--- config.mk ---
export PLATFORM = sky130hd
export DESIGN_NAME = phase_window_select
export DESIGN_NICKNAME = d
export VERILOG_FILES = /design/src/rtl/phsel_pkg.sv /design/src/rtl/phsel_run_scanner.sv /design/src/rtl/phsel_window_acc.sv /design/src/rtl/phsel_resolver.sv /design/src/rtl/phsel_offset_pick.sv /design/src/rtl/phase_window_select.sv
export SDC_FILE = /design/constraint.sdc
export NUM_CORES = 1
export LEC_CHECK = 0
export CORE_MARGIN = 2
export CORE_UTILIZATION = 40
export DETAILED_ROUTE_END_ITERATION = 10
export GPL_TIMING_DRIVEN = 0
export HOLD_SLACK_MARGIN = 0.12
export PLACE_DENSITY = 0.62
export SYNTH_ARGS = -nofsm -noshare
export SYNTH_HDL_FRONTEND = slang
export SYNTH_SLANG_ARGS = --single-unit
export TNS_END_PERCENT = 50
--- constraint.sdc ---
create_clock -name clk -period 7.29 [get_ports clk]
set_input_delay 1.458 -clock clk [delete_from_list [all_inputs] [get_ports clk]]
set_output_delay 1.458 -clock clk [all_outputs]
set_load 0.02 [all_outputs]
--- src/rtl/phsel_pkg.sv ---
package phsel_pkg;

  typedef enum logic [1:0] {
    ST_IDLE = 2'd0,
    ST_SCAN = 2'd1,
    ST_FIN  = 2'd2
  } phsel_state_e;

endpackage

--- src/rtl/phsel_run_scanner.sv ---
module phsel_run_scanner #(
  parameter int NPH = 16,
  parameter int PW  = $clog2(NPH),
  parameter int LW  = $clog2(NPH + 1)
) (
  input  logic          clk,
  input  logic          rst,
  input  logic          clr,
  input  logic          step,
  input  logic          bit_in,
  input  logic [PW-1:0] idx,
  input  logic          last,
  output logic          close_v,
  output logic [PW-1:0] close_start,
  output logic [LW-1:0] close_len,
  output logic          close_end
);

  localparam logic [LW-1:0] LEN_ONE = LW'(1);

  logic          in_run;
  logic [PW-1:0] run_start;
  logic [LW-1:0] run_len;
  logic [PW-1:0] ext_start;
  logic [LW-1:0] ext_len;

  always_comb begin
    ext_start   = in_run ? run_start : idx;
    ext_len     = in_run ? (run_len + LEN_ONE) : LEN_ONE;
    close_v     = step && ((in_run && !bit_in) || (bit_in && last));
    close_start = bit_in ? ext_start : run_start;
    close_len   = bit_in ? ext_len : run_len;
    close_end   = bit_in && last;
  end

  always_ff @(posedge clk) begin
    if (rst || clr) begin
      in_run    <= 1'b0;
      run_start <= '0;
      run_len   <= '0;
    end else if (step) begin
      if (bit_in) begin
        in_run    <= 1'b1;
        run_start <= ext_start;
        run_len   <= ext_len;
      end else begin
        in_run  <= 1'b0;
        run_len <= '0;
      end
    end
  end

endmodule

--- src/rtl/phsel_window_acc.sv ---
module phsel_window_acc #(
  parameter int NPH = 16,
  parameter int PW  = $clog2(NPH),
  parameter int LW  = $clog2(NPH + 1)
) (
  input  logic          clk,
  input  logic          rst,
  input  logic          clr,
  input  logic          close_v,
  input  logic [PW-1:0] close_start,
  input  logic [LW-1:0] close_len,
  input  logic          close_end,
  output logic          head_v,
  output logic [LW-1:0] head_len,
  output logic          tail_v,
  output logic [PW-1:0] tail_start,
  output logic [LW-1:0] tail_len,
  output logic [PW-1:0] mid_start,
  output logic [LW-1:0] mid_len
);

  logic at_zero;
  assign at_zero = (close_start == '0);

  always_ff @(posedge clk) begin
    if (rst || clr) begin
      head_v     <= 1'b0;
      head_len   <= '0;
      tail_v     <= 1'b0;
      tail_start <= '0;
      tail_len   <= '0;
      mid_start  <= '0;
      mid_len    <= '0;
    end else if (close_v) begin
      if (at_zero) begin
        head_v   <= 1'b1;
        head_len <= close_len;
      end
      if (close_end) begin
        tail_v     <= 1'b1;
        tail_start <= close_start;
        tail_len   <= close_len;
      end
      if (!at_zero && !close_end && (close_len > mid_len)) begin
        mid_start <= close_start;
        mid_len   <= close_len;
      end
    end
  end

endmodule

--- src/rtl/phsel_resolver.sv ---
module phsel_resolver #(
  parameter int NPH = 16,
  parameter int PW  = $clog2(NPH),
  parameter int LW  = $clog2(NPH + 1)
) (
  input  logic          head_v,
  input  logic [LW-1:0] head_len,
  input  logic          tail_v,
  input  logic [PW-1:0] tail_start,
  input  logic [LW-1:0] tail_len,
  input  logic [PW-1:0] mid_start,
  input  logic [LW-1:0] mid_len,
  output logic [PW-1:0] sel_start,
  output logic [LW-1:0] sel_len,
  output logic          fail
);

  localparam logic [LW:0] NPH_W = (LW+1)'(NPH);

  logic [LW:0] merged_len;
  logic        merge;
  logic        any_run;

  always_comb begin
    merged_len = {1'b0, head_len} + {1'b0, tail_len};
    merge      = head_v && tail_v && (tail_start != '0);
    any_run    = head_v || tail_v || (mid_len != '0);
    fail       = 1'b0;
    sel_start  = '0;
    sel_len    = '0;
    if (!any_run) begin
      fail = 1'b1;
    end else if (merge) begin
      if (merged_len >= NPH_W) begin
        fail = 1'b1;
      end else begin
        sel_start = mid_start;
        sel_len   = mid_len;
        if (merged_len > {1'b0, mid_len}) begin
          sel_start = tail_start;
          sel_len   = merged_len[LW-1:0];
        end
      end
    end else begin
      if (head_v) begin
        sel_len = head_len;
      end
      if (mid_len > sel_len) begin
        sel_start = mid_start;
        sel_len   = mid_len;
      end
      if (tail_v && (tail_start != '0) && (tail_len > sel_len)) begin
        sel_start = tail_start;
        sel_len   = tail_len;
      end
    end
  end

endmodule

--- src/rtl/phsel_offset_pick.sv ---
module phsel_offset_pick #(
  parameter int NPH = 16,
  parameter int PW  = $clog2(NPH),
  parameter int LW  = $clog2(NPH + 1)
) (
  input  logic [PW-1:0] sel_start,
  input  logic [LW-1:0] sel_len,
  output logic [PW-1:0] phase
);

  localparam int QW = LW + 2;
  localparam logic [QW-1:0] ONE_Q = QW'(1);
  localparam logic [QW-1:0] NPH_Q = QW'(NPH);

  logic [QW-1:0] triple;
  logic [QW-1:0] quarter;
  logic [QW-1:0] offset;
  logic [QW-1:0] sum;
  logic [QW-1:0] wrapped;
  logic          unused_hi;

  always_comb begin
    triple  = ({2'b00, sel_len} << 1) + {2'b00, sel_len};
    quarter = triple >> 2;
    offset  = (quarter == '0) ? '0 : (quarter - ONE_Q);
    sum     = {{(QW-PW){1'b0}}, sel_start} + offset;
    wrapped = (sum >= NPH_Q) ? (sum - NPH_Q) : sum;
  end

  assign phase     = wrapped[PW-1:0];
  assign unused_hi = ^wrapped[QW-1:PW];

endmodule

--- src/rtl/phase_window_select.sv ---
module phase_window_select #(
  parameter int NPH = 16
) (
  input  logic                     clk,
  input  logic                     rst,
  input  logic                     start,
  input  logic [NPH-1:0]           pass_mask,
  output logic [$clog2(NPH)-1:0]   phase_out,
  output logic                     valid,
  output logic                     error
);

  import phsel_pkg::*;

  localparam int PW = $clog2(NPH);
  localparam int LW = $clog2(NPH + 1);
  localparam logic [PW-1:0] LAST_IDX = PW'(NPH - 1);
  localparam logic [PW-1:0] IDX_ONE  = PW'(1);

  phsel_state_e   state;
  logic [PW-1:0]  idx;
  logic [NPH-1:0] mask_q;
  logic           step;
  logic           last;

  logic          close_v;
  logic [PW-1:0] close_start;
  logic [LW-1:0] close_len;
  logic          close_end;

  logic          head_v;
  logic [LW-1:0] head_len;
  logic          tail_v;
  logic [PW-1:0] tail_start;
  logic [LW-1:0] tail_len;
  logic [PW-1:0] mid_start;
  logic [LW-1:0] mid_len;

  logic [PW-1:0] sel_start;
  logic [LW-1:0] sel_len;
  logic          fail;
  logic [PW-1:0] pick;

  assign step = (state == ST_SCAN) && !start;
  assign last = (idx == LAST_IDX);

  phsel_run_scanner #(.NPH(NPH), .PW(PW), .LW(LW)) u_scan (
    .clk        (clk),
    .rst        (rst),
    .clr        (start),
    .step       (step),
    .bit_in     (mask_q[idx]),
    .idx        (idx),
    .last       (last),
    .close_v    (close_v),
    .close_start(close_start),
    .close_len  (close_len),
    .close_end  (close_end)
  );

  phsel_window_acc #(.NPH(NPH), .PW(PW), .LW(LW)) u_acc (
    .clk        (clk),
    .rst        (rst),
    .clr        (start),
    .close_v    (close_v),
    .close_start(close_start),
    .close_len  (close_len),
    .close_end  (close_end),
    .head_v     (head_v),
    .head_len   (head_len),
    .tail_v     (tail_v),
    .tail_start (tail_start),
    .tail_len   (tail_len),
    .mid_start  (mid_start),
    .mid_len    (mid_len)
  );

  phsel_resolver #(.NPH(NPH), .PW(PW), .LW(LW)) u_res (
    .head_v    (head_v),
    .head_len  (head_len),
    .tail_v    (tail_v),
    .tail_start(tail_start),
    .tail_len  (tail_len),
    .mid_start (mid_start),
    .mid_len   (mid_len),
    .sel_start (sel_start),
    .sel_len   (sel_len),
    .fail      (fail)
  );

  phsel_offset_pick #(.NPH(NPH), .PW(PW), .LW(LW)) u_pick (
    .sel_start(sel_start),
    .sel_len  (sel_len),
    .phase    (pick)
  );

  always_ff @(posedge clk) begin
    if (rst) begin
      state     <= ST_IDLE;
      idx       <= '0;
      mask_q    <= '0;
      phase_out <= '0;
      valid     <= 1'b0;
      error     <= 1'b0;
    end else if (start) begin
      state  <= ST_SCAN;
      idx    <= '0;
      mask_q <= pass_mask;
      valid  <= 1'b0;
      error  <= 1'b0;
    end else begin
      case (state)
        ST_SCAN: begin
          if (last) begin
            idx   <= '0;
            state <= ST_FIN;
          end else begin
            idx <= idx + IDX_ONE;
          end
        end
        ST_FIN: begin
          valid <= !fail;
          error <= fail;
          if (!fail) begin
            phase_out <= pick;
          end
          state <= ST_IDLE;
        end
        default: state <= ST_IDLE;
      endcase
    end
  end

endmodule

==> impl_metrics.ini <==
[status]
status = finished clean

[global_routing]
grt_pass1_vias = 3612
grt_overflow = 0
antenna_found_initial = 0
grt_usage = 0.188
grt_pass1_wl_mm = 17.3
grt_max_degree = 12

[min_path]
min_from = u_scan.run_start[1]$_SDFFE_PP0P_
min_path_type = reg -> reg

[logic_synthesis]
syn-num-nets = 567
syn_avg_cell_area_um2 = 8.45
yosysTopAreaCell = dfxtp_1
synth-edff-count = 0
seq_area_frac_synth = 0.293
syn-cell-area_um2 = 4300
ys_top_cells_by_area = dfxtp_1 (29%), ha_1 (10%), mux2i_1 (7.9%)
yosys.area.top_type_share = 0.293
yosysMostFrequentCell = nor2_1
synth_commonest_cells = nor2_1 (76), dfxtp_1 (63), ha_1 (36)
synth_cell_types = 66
ys_async_sr_fraction = 0
yosys_register_bits = 63
synth_ff_type = dfxtp_1
yosys_warnings = 0
synthCells = 509

[worst_setup_path]
cp-start-kind = flip-flop
end_kind = flip-flop
path_class = reg -> reg
crit_path_top_delay_cell = a211oi_2
cpMostUsedCell = nor2_1
reg2reg_from = u_acc.head_v$_SDFFE_PP0P_
crit_start = u_acc.head_v$_SDFFE_PP0P_
critical_path_arrival_ns = 6.83
critPathMaxFanout = 10
max_stage_delay_ns = 0.46
cp.required_ns = 7.48

[die]
rows = 37
die_x_um = 108
dieArea_um2 = 11600
start_util = 0.415
coreArea_um2 = 10400
die_h_um = 108
io_pins = 25

[power_and_ir_drop]
p_sw_uw = 166
p_int_uw = 543
combPwrFrac = 0.080
power_frac_seq = 0.501
swShare = 0.234
clkPwrFrac = 0.419
peakVddDrop_mv = 0.137
p_leak_uw = 0.00190
power.density_nw_per_um2 = 144

[timing]
setup_ws_ns = 0.647
finalSetupViolations = 0
finalSetupTns_ns = 0
skew_ns = 0.00742
finalHoldViolCount = 0
fin_hold_ws_ns = 0.470
period_needed_ns = 6.64
final_max_slew_viol_count = 0
worst_slew_pin_slew_ns = 1.13
fmax_mhz = 151
post-route-period-util = 0.911
relSlewSlack = 0.239
rsz0062_at_grt = false

[finish]
diodes = 0
layout-drive-gt1-share = 0.102
nets = 602
syn_to_final_growth_pct = 14.5

[cts]
postCtsSetupBuffers = 0
cts_root_buf = clkbuf_8
cts_buffers = 9
cts.sinks = 63
cts_tree = built
clockBufferDepth = 2
clk_latency_ns = 0.33
h-tree-depth = 3
path_clk_slew_ns = 0.07

[detailed_routing]
drc = 0
final_antenna_net_count = 0
wl_per_cell_um = 15.4
wl_mm = 10.5
drt-initial-drc-count = 225
num_vias = 3763
via_per_inst = 5.49
dr.pass1.iters = 5

[placed_design]
gp_congestion = 0.870
dp_hpwl_mm = 8.17
post-place-ws_ns = 0.392
io_buffers = 24

[flow_run]
drv_cap = 0
==> critical path, delay by kind of cell (launching register included) <==
kind | cells | cell delay, ns
compound gates | 12 | 2.70
xor+xnor | 1 | 0.19
fa+ha+maj | 4 | 1.32
buf+inv | 2 | 0.47
flops | 1 | 0.43
simple gates | 11 | 1.35
==> kinds of logic (layout without fill, tap and decap cells) <==
| logic type | Yosys count | after routing | share of synthesized area |
|---|---|---|---|
| and+or+nand+nor | 185 | 185 | 0.208 |
| AOI/OAI and AO/OA | 116 | 116 | 0.196 |
| DFF | 63 | 63 | 0.293 |
| buffers and inverters | 56 | 96 | 0.0535 |
| muxes | 43 | 43 | 0.116 |
| adders and majority gates | 39 | 39 | 0.119 |
| xor gates and xnor gates | 7 | 7 | 0.0142 |
==> area by class of cell <==
class                      count  area [um2]
buffer                        27         123
clock buffer                  10         138
clock inverter                 6        60.1
fill                        1023        5440
inverter                      29         109
multi-input combinational    390        2830
sequential                    63        1260
tap                          136         170
timing repair buffer          24         240
==> registers in the layout, indices dropped and copies added, names as in the netlist, 5 cells and up <==
register and cells:
mask_q 16, u_acc.head_len 5, u_acc.mid_len 5, u_acc.tail_len 5, u_scan.run_len 5
==> cells in the final DEF, fill, tap and decap left out, drive strengths merged, types with 3 or more instances in the layout <==
| cell | instances |
|---|---|
| buf | 11 |
| a311oi | 7 |
| mux2i | 34 |
| a21oi | 35 |
| nand4 | 3 |
| or2 | 3 |
| a22oi | 4 |
| inv | 29 |
| o22ai | 4 |
| nor2 | 76 |
| fa | 3 |
| o22a | 5 |
| mux2 | 4 |
| ha | 36 |
| o211ai | 5 |
| a21o | 5 |
| nand3 | 15 |
| clkdlybuf4s50 | 24 |
| a211oi | 12 |
| xnor2 | 5 |
| clkinv | 3 |
| nand2b | 11 |
| nor4 | 7 |
| nand2 | 34 |
| a21boi | 3 |
| dfxtp | 63 |
| clkbuf | 26 |
| nor2b | 8 |
| o21ai | 10 |
| and3 | 7 |
| mux4 | 5 |
| o311ai | 3 |
| o21a | 3 |
| nor3 | 13 |
==> layer usage <==
layer / global-route usage / share of wire
met4: 0.0577 / 0.012
met1: 0.251 / 0.48
met2: 0.309 / 0.48
met3: 0.0315 / 0.029
met5: 0 / 0
==> worst paths after layout <==
kind	end	slack, ns	cells past startpoint
setup / recovery	phase_out[3]$_SDFFE_PP0P_	0.65	30
hold / removal	u_scan.run_start[1]$_SDFFE_PP0P_	0.47	2
setup reg to reg	phase_out[3]$_SDFFE_PP0P_	0.65	30
hold reg to reg	u_scan.run_start[1]$_SDFFE_PP0P_	0.47	2
==> power by group through the flow <==
stage / sequential (uW) / clock (uW) / combinational, uW
after CTS: 355 / 305 / 56.8
after global routing: 355 / 321 / 62.5
final: 355 / 297 / 56.6
after detailed placement: 363 / 0 / 56.7
after floorplan: 361 / 0 / 36.1
after global placement: 362 / 0 / 55.6
==> per-stage QoR <==
step | util | total power [uW] | area (um2) | cells
floorplan | - | 397 | 4300 | 509
global placement | 0.455 | 418 | 4710 | 669
detailed placement | 0.455 | 419 | 4710 | 669
CTS | 0.474 | 717 | 4910 | 685
global route | 0.475 | 738 | 4930 | 685
finish | 0.475 | 709 | 4930 | 685
==> timing repair <==
action,in CTS,in global routing
gates resized for setup,0,4
setup endpoints to repair,0,1
hold buffers,0,0
Note: power is estimated with default switching activity, not from simulation.
